[src/rtl/trig_cmd_pkg.sv]
package trig_cmd_pkg;

  localparam int CMD_W     = 4;
  localparam int SER_W     = CMD_W / 2;
  localparam int NUM_LINES = 4;
  localparam int NUM_KNOWN = 5;
  localparam int LEG_TRIG  = 0;
  localparam int LEG_SYNC  = 1;

  typedef enum logic [1:0] {
    MODE_SINGLE   = 2'd0,
    MODE_SERIAL   = 2'd1,
    MODE_PARALLEL = 2'd2,
    MODE_LEGACY   = 2'd3
  } lineMode_e;

  localparam logic [CMD_W-1:0] CODE_NULL = 4'd0;
  localparam logic [CMD_W-1:0] CODE_PHYS = 4'd1;
  localparam logic [CMD_W-1:0] CODE_SYNC = 4'd5;

  typedef struct packed {
    logic loadHi;
    logic emitSerial;
    logic emitParallel;
    logic emitSingle;
    logic emitLegacy;
  } ctlStrobes_t;

endpackage

[src/rtl/trig_cmd_ctrl.sv]
module trig_cmd_ctrl
  import trig_cmd_pkg::*;
(
  input  logic        clk,
  input  logic        rstN,
  input  logic [1:0]  mode,
  input  logic        align,
  output ctlStrobes_t ctl
);

  logic      phase;
  lineMode_e lineMode;

  assign lineMode = lineMode_e'(mode);

  // Framing phase: 0 = first half expected, 1 = second half expected.
  always_ff @(posedge clk or negedge rstN) begin
    if (!rstN) begin
      phase <= 1'b0;
    end else if (lineMode != MODE_SERIAL || align) begin
      phase <= 1'b0;
    end else begin
      phase <= ~phase;
    end
  end

  always_comb begin
    ctl = '0;
    unique case (lineMode)
      MODE_SINGLE:   ctl.emitSingle   = 1'b1;
      MODE_PARALLEL: ctl.emitParallel = 1'b1;
      MODE_LEGACY:   ctl.emitLegacy   = 1'b1;
      MODE_SERIAL: begin
        if (!align) begin
          ctl.loadHi     = ~phase;
          ctl.emitSerial = phase;
        end
      end
      default: ctl = '0;
    endcase
  end

endmodule

[src/rtl/trig_cmd_dp.sv]
module trig_cmd_dp
  import trig_cmd_pkg::*;
#(
  parameter int ERR_W = 8
)(
  input  logic                 clk,
  input  logic                 rstN,
  input  ctlStrobes_t          ctl,
  input  logic [NUM_LINES-1:0] lines,
  output logic                 cmdValid,
  output logic [CMD_W-1:0]     cmdCode,
  output logic [NUM_KNOWN-1:0] knownStrb,
  output logic                 otherStrb,
  output logic [ERR_W-1:0]     errCount
);

  logic [SER_W-1:0] hiReg;
  logic [CMD_W-1:0] word;
  logic             clash;
  logic             isUnknown;
  logic             bump;
  logic             errFull;

  always_ff @(posedge clk or negedge rstN) begin
    if (!rstN) hiReg <= '0;
    else if (ctl.loadHi) hiReg <= lines[SER_W-1:0];
  end

  always_comb begin
    word  = CODE_NULL;
    clash = 1'b0;
    if (ctl.emitSingle) begin
      word = lines[0] ? CODE_PHYS : CODE_NULL;
    end else if (ctl.emitSerial) begin
      word = {hiReg, lines[SER_W-1:0]};
    end else if (ctl.emitParallel) begin
      word = lines[CMD_W-1:0];
    end else if (ctl.emitLegacy) begin
      if (lines[LEG_TRIG] && lines[LEG_SYNC]) clash = 1'b1;
      else if (lines[LEG_TRIG])               word  = CODE_PHYS;
      else if (lines[LEG_SYNC])               word  = CODE_SYNC;
    end
  end

  assign isUnknown = (word > CMD_W'(NUM_KNOWN));
  assign bump      = isUnknown | clash;
  assign errFull   = &errCount;

  always_ff @(posedge clk or negedge rstN) begin
    if (!rstN) begin
      cmdValid  <= 1'b0;
      cmdCode   <= '0;
      otherStrb <= 1'b0;
    end else begin
      cmdValid  <= (word != CODE_NULL);
      cmdCode   <= word;
      otherStrb <= isUnknown;
    end
  end

  for (genvar g = 0; g < NUM_KNOWN; g++) begin : gKnown
    always_ff @(posedge clk or negedge rstN) begin
      if (!rstN) knownStrb[g] <= 1'b0;
      else       knownStrb[g] <= (word == CMD_W'(g + 1));
    end
  end

  always_ff @(posedge clk or negedge rstN) begin
    if (!rstN) errCount <= '0;
    else if (bump && !errFull) errCount <= errCount + 1'b1;
  end

endmodule

[src/rtl/trig_cmd_rx.sv]
module trig_cmd_rx
  import trig_cmd_pkg::*;
#(
  parameter int ERR_W = 8
)(
  input  logic             clk,
  input  logic             rstN,
  input  logic [1:0]       mode,
  input  logic             align,
  input  logic [3:0]       trigLines,
  output logic             cmdValid,
  output logic [3:0]       cmdCode,
  output logic             physStrobe,
  output logic             rawStrobe,
  output logic             scalerStrobe,
  output logic             pulseStrobe,
  output logic             syncStrobe,
  output logic             otherStrobe,
  output logic [ERR_W-1:0] errCount
);

  ctlStrobes_t          ctl;
  logic [NUM_KNOWN-1:0] knownStrb;

  trig_cmd_ctrl uCtrl (
    .clk   (clk),
    .rstN  (rstN),
    .mode  (mode),
    .align (align),
    .ctl   (ctl)
  );

  trig_cmd_dp #(.ERR_W(ERR_W)) uDp (
    .clk       (clk),
    .rstN      (rstN),
    .ctl       (ctl),
    .lines     (trigLines),
    .cmdValid  (cmdValid),
    .cmdCode   (cmdCode),
    .knownStrb (knownStrb),
    .otherStrb (otherStrobe),
    .errCount  (errCount)
  );

  assign physStrobe   = knownStrb[0];
  assign rawStrobe    = knownStrb[1];
  assign scalerStrobe = knownStrb[2];
  assign pulseStrobe  = knownStrb[3];
  assign syncStrobe   = knownStrb[4];

endmodule

[config.mk]
export PLATFORM = sky130hd
export DESIGN_NAME = trig_cmd_rx
export DESIGN_NICKNAME = d
export VERILOG_FILES = /design/src/rtl/trig_cmd_pkg.sv /design/src/rtl/trig_cmd_ctrl.sv /design/src/rtl/trig_cmd_dp.sv /design/src/rtl/trig_cmd_rx.sv
export SDC_FILE = /design/constraint.sdc
export NUM_CORES = 1
export LEC_CHECK = 0
export ABC_AREA = 1
export BUFFER_PORTS_ARGS = -buffer_cell sky130_fd_sc_hd__buf_2
export CAP_MARGIN = 20
export CORE_MARGIN = 3
export CORE_UTILIZATION = 50
export DETAILED_ROUTE_END_ITERATION = 8
export PLACE_DENSITY = 0.75
export SYNTH_ARGS = -nofsm -noshare
export SYNTH_HDL_FRONTEND = slang
export SYNTH_SLANG_ARGS = --single-unit
[constraint.sdc]
create_clock -name clk -period 1.5 [get_ports clk]
set_input_delay 0.075 -clock clk [delete_from_list [all_inputs] [get_ports clk]]
set_output_delay 0.075 -clock clk [all_outputs]
set_load 0.02 [all_outputs]
# Word-level counts from Yosys, hierarchy flattened
# Index checks and enable logic that the tools add are counted.
dict set report classes {
  n_addsub 1
  order_cmp 1
  n_eq_ne 9
  mux 19
  bitwise 2
  n_reduce_logical 7
}
# op count
set op_table {}
lappend op_table {{2-to-1 mux 4 bit} 6}
lappend op_table {{2-to-1 mux 1 bit} 10}
lappend op_table {{adder 8 x 1 -> 8 bit, second input constant} 1}
lappend op_table {{== test 4 x 2 -> 1 bit, second input constant} 2}
lappend op_table {{== test 4 x 3 -> 1 bit, second input constant} 2}
lappend op_table {{AND reduction 8 bit} 1}
lappend op_table {{== test 2 bit, second input constant} 2}
lappend op_table {{== test 4 x 1 -> 1 bit, second input constant} 1}
lappend op_table {{> comparator 4 x 3 -> 1 bit, second input constant} 1}
lappend op_table {{2-to-1 mux 2 bit} 2}
lappend op_table {{nonzero test 4 bit} 1}
lappend op_table {{2-to-1 mux 3 bit} 1}
lappend op_table {{== test 2 x 1 -> 1 bit, second input constant} 1}
lappend op_table {{logical AND 1 bit} 2}
lappend op_table {{zero test 2 bit} 1}
lappend op_table {{inequality test 2 x 1 -> 1 bit, second input constant} 1}
lappend op_table {{zero test 1 bit} 1}
lappend op_table {{logical OR 1 bit} 1}
lappend op_table {{inverter 1 bit} 1}
lappend op_table {{bitwise OR 1 bit} 1}
dict set report word_totals {
  register_bits 22
  input_bits 9
  output_inout_bits 19
  wordCells 50
}

# Longest topological paths before layout
# Gate-level depths: netlist (run 1).
dict set report logic_depth {
  depth_word 10
  mapped_depth 11
  mapped_depth_nobuf 11
}

# Modules after synthesis
# A second synthesis (run 1) with hierarchy kept.
dict set report hier_totals {
  cells_unflattened 124
  hier_area_um2 1077.3
}
# module n_inst cells_each area_each_um2 seq_area_each_um2
set by_module_without_submodules {}
lappend by_module_without_submodules {trig_cmd_dp 1 110 1001.0 525.5}
lappend by_module_without_submodules {trig_cmd_ctrl 1 14 76.3 25.0}

# Worst setup path before layout (run 1)
# OpenSTA, ideal clock, no wires.
dict set report synth_timing {
  kind {reg-to-reg}
  startpoint {reg uDp.errCount[0]}
  endpoint {reg uDp.errCount[6]}
  setup_time_ns 0.065
  t_arrival_ns 1.431
  required_time_ns 1.435
  path_slack_ns 0.003
  stages_incl_launch_ff 8
  n_path_buf 0
  period_less_slack_ns 1.497
  cell_sequence {dfrtp_1 > ha_1 > nand3_1 > nor2_1 > nand3_2 > nand2_4 > nand2_1 > nand2_1}
}
dict set report synth_via {
  elab_chain_len 3
  word_cells_on_any_way 4
  cone_classes {add/sub: 1; reduce/logical: 3}
}
# element line_no
set synth_rtl {}
lappend synth_rtl {{from (decl)} trig_cmd_dp.sv:14} ;# output logic [ERR_W-1:0] errCount
lappend synth_rtl {{from (signal assigned)} trig_cmd_dp.sv:70} ;# else if (bump && !errFull) errCount <= errCount + 1'b1;
lappend synth_rtl {{parallel branches: the longest is 3 deep, another holds adder 8 x 1 -> 8 bit} n/a}
# Parallel ways; which one is timed is not known.
# A chain may end at the register's enable or synchronous reset.

# Final worst setup path (run 1)
# Same ends and word-level chain as after synthesis.

==> metrics.yaml, run 1 <==
synth_seq_area_share_pct: 52.6
hp-start: "mode[1]"
cap_violations: 0
dp.cells: 169
drtAntennaViolNets: 0
status: "completed"
startpoint_type: "register"
netlist_area_sq_um: 1050
end_kind: "register"
r2r.worst_path.cells: 7
die_h_microns: 51.8
fmax_mhz: 708
r2r_end: "uDp.errCount[6]"
yosys_register_bits: 22
total_power_mw: 1.52
fin_crit_ns: 1.41
die-area_sq_um: 2680
coreArea_sq_um: 1860
cts_tree: "built"
critical_path_class: "reg -> reg"
synth_fp_nets: 128
via_per_inst: 5.01
skew_ns: 0.00335
cpMostUsedCell: "nand2_1"
powerDensity_nw_per_um2: 1130
boundaryPins: 28
dr_total_vias: 901
numCtsBuffers: 3
drt_pass1_iterations: 4
ys_types: 20
cp.required_ns: 1.75
drc: 0
port_buffers: 27
grt_pass1_wl_mm: 3.66
max_slew_margin_pct: 69.4
cts.htree.levels: 1
ff2ff_setup_slack_ns: 0.09
r2r-start: "uDp.errCount[0]"
hold_depth: 2
synthCells: 116
grt_max_degree: 23
min_path_type: "in -> reg"
worst_pin_slew_ns: 0.459
n_antenna_cell: 0
cpMaxStageDelayCell: "dfrtp_1"
worstPathArrival_ns: 1.67
clk-insertion-delay-late_ns: 0.31
final_cell_mix: "nand2_1, buf_2, dfrtp_1, nand3_1, inv_1"
fin_crit_sh_pct: 94.2
routed_wl_mm: 2.21
critical_path.endpoint: "uDp.errCount[6]"
seqCellArea_sq_um: 551
grt_pass1_vias: 832
area_delta_synth_final_pct: 28.4
dieWidth_microns: 51.8
postLayoutCoreUtil_pct: 72.4
multi_input_comb_area_sq_um: 482
row_count: 15
gr-usage-all-layers_pct: 18.6
cts.sinks: 22
drive_gt1_share_pct: 33.5
postSynthAreaPerCell_sq_um: 9.03
place.gp.congestion: 0.834
setup_viol: 0
cpPeakStageDelay_ns: 0.42
peakVddDrop_mv: 0.924
antenna_found_initial: 0
start_util_pct: 56.4
overflow: 0
critPathMaxFanout: 8
slew_viol_final: 0
final_nets: 168
place_hpwl_mm: 1.58
clk_pin_slew_ns: 0.12
final_cells: 180
final_common_cell: "nand2_1"
clock_path_buffers: 2
hold_slack_ns: 0.0249
p_leak_nw: 0.741
root_buffer: "clkbuf_4"
yosysWarnings: 0
worstSetupStartpoint: "uDp.errCount[0]"
final.fill_count: 153
drtIter0Drc: 11
crit_chain: "ha_1 > nand3_2 > nor2_4 > nand3_4 > nand2_4 > nand2_1 > nand2_1"
routedWlPerCell_microns: 12.3
hold_viol: 0
## cells in the mapped netlist
master	n	area share, %
nand4_1	1	0.60
dfrtp_1	22	53
nor2_1	6	2.2
nor2_2	1	0.60
nor3_1	4	1.9
nor4_2	1	1.2
a21oi_1	1	0.48
clkinv_1	1	0.36
o21ai_1	1	0.48
nand3_1	17	8.1
xor2_1	5	4.2
a21oi_4	1	1.6
nand2_1	31	11
nand2_2	3	1.8
ha_1	3	3.6
inv_2	1	0.36
nand2_4	2	2.2
or2_1	1	0.60
nand3_2	2	1.9
inv_1	12	4.3
## how the worst min path moves through the flow
| stage | slack, ns | to |
|---|---|---|
| CTS | 0.02 | uCtrl.phase |
| finish | 0.02 | uCtrl.phase |
| global route | -0.0007 | uCtrl.phase |
| detailed placement | 0.05 | uDp.cmdCode[2] |
| floorplan | -0.22 | uCtrl.phase |
| global placement | 0.05 | uDp.cmdCode[0] |
## state kept, by name, summed over array words and instances (netlist names)
register	cells
uDp.hiReg	2
uDp.errCount	8
uDp.cmdCode	4
uDp.otherStrb	1
uDp.cmdValid	1
uDp.knownStrb	5
uCtrl.phase	1
## critical path, delay by kind of cell, from the launching register on
family                     cells  cell delay (ns)
and+or+nand+nor                6             0.73
adders and majority gates      1             0.22
DFF                            1             0.42
## cell families (layout without fill, tap and decap cells)
kind of cell | Yosys count | after routing | synth area share, %
AO/OA/AOI/OAI | 3 | 3 | 2.51
XOR/XNOR | 5 | 5 | 4.18
AND/OR/NAND/NOR | 69 | 70 | 32.1
adder cells (fa/ha/maj) | 3 | 3 | 3.58
flip-flops | 22 | 22 | 52.6
buffers and inverters | 14 | 52 | 5.02
## through the flow
step                      instance area (sq um)  setup slack, ns  TNS [ns]
after floorplan                            1050          0.00342         0
after global placement                     1220           0.0918         0
after detailed placement                   1220          -0.0120   -0.0487
after CTS                                  1280           0.0145         0
after global routing                       1350          -0.0278   -0.0939
final                                      1350           0.0872         0
## per-layer routing
metal,global-route usage [%],wire length [microns]
met5,0,0
met4,9.61,48
met3,4.01,98
met2,30.3,1100
met1,23.1,969
## area by class of cell
class,instances,share of cell area (%)
Sequential cell,22,40.9
Multi-Input combinational cell,81,35.8
Timing Repair Buffer,34,14.3
Inverter,14,3.91
Tap cell,25,2.33
Clock buffer,4,2.70
## what timing repair did
item / 4_1_cts / 5_1_grt
setup endpoints to repair: 8 / 8
pin swaps: 1 / 1
cloned: 1 / 0
hold buffers: 2 / 0
buffers inserted: 0 / 4
gates resized for setup: 1 / 6
hold endpoints to repair: 23 / 0
## report_power, final
part	internal (mW)	switching (mW)
sequential	0.668	0.0710
clock	0.148	0.175
combinational	0.184	0.270
total	1.00	0.516
(Power assumes the default switching activity.)
==> run 2: changes to the inputs <==
CORE_ASPECT_RATIO = 0.7   (was default)
==> metrics.yaml, run 2 (synthesized netlist as in run 1, its figures left out) <==
status: "completed"
cpMaxStageDelayCell: "dfrtp_1"
largest_reg_flops: 8
cts.htree.levels: 1
fmax_mhz: 712
routed_wl_mm: 2.18
clk-insertion-delay-late_ns: 0.30
cpPeakStageDelay_ns: 0.41
port_buffers: 27
overflow: 0
drc: 0
peakVddDrop_mv: 1.06
row_count: 13
seqCellArea_sq_um: 551
multi_input_comb_area_sq_um: 474
critical_path_class: "reg -> reg"
via_per_inst: 5.14
place.gp.congestion: 0.844
n_antenna_cell: 0
grt_max_degree: 23
drtIter0Drc: 21
drtAntennaViolNets: 0
area_delta_synth_final_pct: 26.0
ff2ff_setup_slack_ns: 0.1
postLayoutCoreUtil_pct: 68.8
routedWlPerCell_microns: 12.6
clkPwrFrac_pct: 28.0
max_slew_margin_pct: 69.3
drive_gt1_share_pct: 31.1
die-area_sq_um: 2690
coreArea_sq_um: 1920
end_kind: "register"
final_nets: 164
top_register: "uDp.errCount"
powerDensity_nw_per_um2: 1200
placed_area_sq_um: 1210
drt_pass1_iterations: 4
antenna_found_initial: 0
fin_crit_ns: 1.40
switching_share_pct: 31.7
clock_path_buffers: 2
final_cell_mix: "nand2_1, buf_2, dfrtp_1, nand3_1, inv_1"
start_util_pct: 54.6
startpoint_type: "register"
setup_viol: 0
dieWidth_microns: 60.7
share_seq_of_total_power_pct: 46.6
clk_pin_slew_ns: 0.12
skew_ns: 0.00383
crit_chain: "ha_1 > nand3_2 > nor2_4 > nand3_2 > nand2_4 > nand2_1 > nand2_1"
use_met2_pct: 29.9
switchingPower_mw: 0.502
fin_crit_sh_pct: 93.6
combPwrFrac_pct: 25.3
hold_viol: 0
gr-usage-all-layers_pct: 18.9
p_int_mw: 1.08
critPathMaxFanout: 8
cap_violations: 0
met3_usage_pct: 5.54
top_regs: "uDp.errCount: 8 flops, uDp.knownStrb: 5 flops, uDp.cmdCode: 4 flops"
cts.sinks: 22
cts_tree: "built"
slew_viol_final: 0
grt_pass1_vias: 836
min_path_type: "in -> reg"
final.fill_count: 158
place_hpwl_mm: 1.55
stdcell_area_sq_um: 1320
worst_pin_slew_ns: 0.461
root_buffer: "clkbuf_4"
p_leak_nw: 0.728
dr_total_vias: 889
numCtsBuffers: 3
worstPathArrival_ns: 1.65
boundaryPins: 28
grt_util_met1_pct: 26.6
die_h_microns: 44.3
grt_busiest_layer: "met2"
grt_pass1_wl_mm: 3.73
final_common_cell: "nand2_1"
cp.required_ns: 1.75
[run 2: changes by cell type in the layout (fill, tap and decap cells not counted)]
cell,before,now
bufinv_16,0,1
nor2_4,1,2
clkbuf_8,1,0
buf_4,5,1
nand3_1,16,17
nand3_4,1,0
nor2_2,2,1
[run 2: metal layers]
metal / wire length [microns] / part of all wire (%)
met1: 1020 / 47
met2: 1020 / 47
met3: 137 / 6.3
met4: 10 / 0.46
met5: 0 / 0
[run 2: repair_timing]
item                                   CTS  global route
setup endpoints to repair                8            10
gates cloned                             1             0
pin swaps                                1             0
gates resized for setup                  0             6
buffers inserted                         0             1
endpoints found under the hold margin   23             0
hold buffers                             2             0
[run 2: cell type report]
type	instances	share of cell area [%]
clock buffer	3	1.71
clock inverter	1	2.27
inverter	14	3.98
multi-input combinational	81	35.9
sequential	22	41.7
tap	22	2.09
timing repair buffer	30	12.3
[run 2: final timing paths]
check,startpoint,endpoint,cells past startpoint
setup / recovery,uDp.errCount[1],uDp.errCount[7],7
hold / removal,mode[1],uCtrl.phase,2
setup reg to reg,uDp.errCount[1],uDp.errCount[7],7
hold reg to reg,uCtrl.phase,uCtrl.phase,1
max in group asynchronous,rstN,uDp.errCount[3],2
min in group asynchronous,rstN,uDp.cmdCode[1],2
[run 2: critical path, delay by kind of cell (launching register included)]
kind / cells / cell delay [ns]
AND/OR/NAND/NOR: 6 / 0.73
flip-flops: 1 / 0.41
adder cells (fa/ha/maj): 1 / 0.21
[run 2: power groups by stage]
stage          sequential, mW  clock (mW)  combinational [mW]
2_1_floorplan           0.823           0               0.159
3_3_place_gp            0.743           0               0.372
3_5_place_dp            0.748           0               0.374
4_1_cts                 0.737       0.455               0.380
5_1_grt                 0.751       0.479               0.451
6_report                0.739       0.445               0.402
[run 2: through the flow]
step	hold WS, ns	setup TNS, ns	cells	worst slack, ns	total power [mW]
final	0.0292	0	173	0.0955	1.59
after floorplan	-0.221	0	116	0.00342	0.983
after global placement	0.0465	0	165	0.0963	1.12
after detailed placement	0.0535	0	165	0.0128	1.12
after CTS	0.0131	0	172	0.0109	1.57
after global routing	0.0218	-0.00233	173	-0.00233	1.68
==> run 3: changes to the inputs <==
ABC_AREA = default   (was 1)
PLACE_DENSITY = 0.76   (was 0.75)
==> metrics.yaml, run 3 <==
yosys_register_bits: 22
hold_viol: 0
fin_ws_ns: 0.00195
startpoint_type: "register"
routedWlPerCell_microns: 15.1
cts.sinks: 22
n_antenna_cell: 0
area_delta_synth_final_pct: 32.6
final.fill_count: 123
fin_crit_sh_pct: 99.9
synthTopCellsByCount: "dfrtp_1, nand2_1, mux2_1, nand3_1, nor2_1"
place.gp.congestion: 0.947
largest_reg_flops: 8
rsz0062_at_grt: "yes"
boundaryPins: 28
port_buffers: 27
final_nets: 138
dr_total_vias: 795
grt_pass1_vias: 807
cp.required_ns: 1.69
ys_top_cells_by_area: "dfrtp_1, mux2_1, ha_1, mux2_2, nand2_1"
numCtsBuffers: 3
skew_ns: 0.0165
multi_input_comb_area_sq_um: 453
met3_usage_pct: 7.90
clock_path_buffers: 2
slew_viol_final: 0
status: "completed"
overflow: 0
synthFlopType: "dfrtp_1"
top_regs: "uDp.errCount: 8 flops, uDp.knownStrb: 5 flops, uDp.cmdCode: 4 flops"
async_flop_share_pct: 100
drtAntennaViolNets: 0
synth_seq_area_share_pct: 55.3
fmax_mhz: 668
critPathMaxFanout: 7
hold_slack_ns: 0.0188
powerDensity_nw_per_um2: 1310
netlist_area_sq_um: 995
die-area_sq_um: 2570
grt_busiest_layer: "met2"
yosysTopAreaCellShare_pct: 55.3
drtIter0Drc: 7
synth_top_cell_by_area: "dfrtp_1"
clk_pin_slew_ns: 0.13
synth_edf_count: 0
postSynthAreaPerCell_sq_um: 12.1
synth.most_common_cell: "dfrtp_1"
row_count: 12
cts_tree: "built"
top_register: "uDp.errCount"
place_hpwl_mm: 1.66
ys_types: 35
setup_viol: 0
dieWidth_microns: 59.3
cap_violations: 0
seqCellArea_sq_um: 558
drt_pass1_iterations: 4
synth_fp_nets: 94
drive_gt1_share_pct: 48.8
fin_crit_ns: 1.50
worst_pin_slew_ns: 0.473
max_slew_margin_pct: 68.5
yosysWarnings: 0
grt_pass1_wl_mm: 3.75
critical_path_class: "reg -> reg"
min_path_type: "in -> reg"
preCtsSetupSlack_ns: 0.0285
drc: 0
clk-insertion-delay-late_ns: 0.31
postLayoutCoreUtil_pct: 76.4
end_kind: "register"
peakVddDrop_mv: 1.09
start_util_pct: 57.6
final_common_cell: "buf_2"
grt_util_met1_pct: 27.6
use_met2_pct: 27.9
gr-usage-all-layers_pct: 19.5
final_cell_mix: "buf_2, dfrtp_1, buf_4, nand2_1, dfrtp_2"
root_buffer: "clkbuf_4"
total_power_mw: 1.73
p_leak_nw: 0.700
die_h_microns: 43.3
coreArea_sq_um: 1730
via_per_inst: 5.45
antenna_found_initial: 0
worstPathArrival_ns: 1.69
synthCells: 82
routed_wl_mm: 2.21
grt_max_degree: 23
cts.htree.levels: 1
run 3: final cells by class:
| cell class | instances | area share (%) |
|---|---|---|
| Timing Repair Buffer | 39 | 17.5 |
| Sequential cell | 22 | 42.3 |
| Tap cell | 21 | 1.99 |
| Inverter | 4 | 1.14 |
| Clock buffer | 4 | 2.75 |
| Multi-Input combinational cell | 56 | 34.3 |
run 3: routing by layer:
layer	part of all wire, %	up-vias
met5	0	-
met4	0.45	0
met3	6.5	2
met2	45	23
met1	48	388
li1	-	382
run 3: cell families after synthesis:
kind of cell	Yosys count	share of synthesized area, %
fa+ha+maj	3	3.77
mux	7	8.30
xor+xnor	3	2.64
simple gates	33	20.0
flops	22	55.3
compound gates	10	8.43
buf+inv	4	1.51
run 3: power by group:
| group | leakage [nW] | internal, mW | switching [mW] |
|---|---|---|---|
| registers | 0.277 | 0.710 | 0.0821 |
| logic | 0.402 | 0.287 | 0.332 |
| clock network | 0.0210 | 0.148 | 0.173 |
| total | 0.700 | 1.15 | 0.588 |
run 3: critical path: stages, from the launching register on:
cell	delay, ns
dfrtp_1	0.42
and4bb_4	0.22
a32o_2	0.30
nand4_1	0.13
mux2_4	0.31
run 3: per-stage QoR:
step                      area [sq um]  TNS (ns)  instances
after floorplan                   1000         0         82
after global placement            1220         0        138
after detailed placement          1220         0        138
after CTS                         1290         0        145
after global routing              1320    -0.223        146
final                             1320         0        146
run 3: final timing paths:
kind,from,endpoint,slack (ns),cells after the start
worst max-delay path,uCtrl.phase,uDp.errCount[4],0.002,4
worst min-delay path,trigLines[3],uDp.cmdCode[3],0.02,3
worst max register to register,uCtrl.phase,uDp.errCount[4],0.002,4
worst min register to register,uDp.errCount[3],uDp.errCount[3],0.52,1
max in group asynchronous,rstN,uDp.errCount[4],0.90,2
min in group asynchronous,rstN,uDp.cmdCode[0],0.23,2
run 3: repair_timing:
action | CTS | global route
pin swaps | 0 | 4
setup endpoints to repair | 2 | 9
resized for setup | 0 | 6
hold endpoints to repair | 23 | 0
setup buffers | 1 | 1
hold buffers | 2 | 0
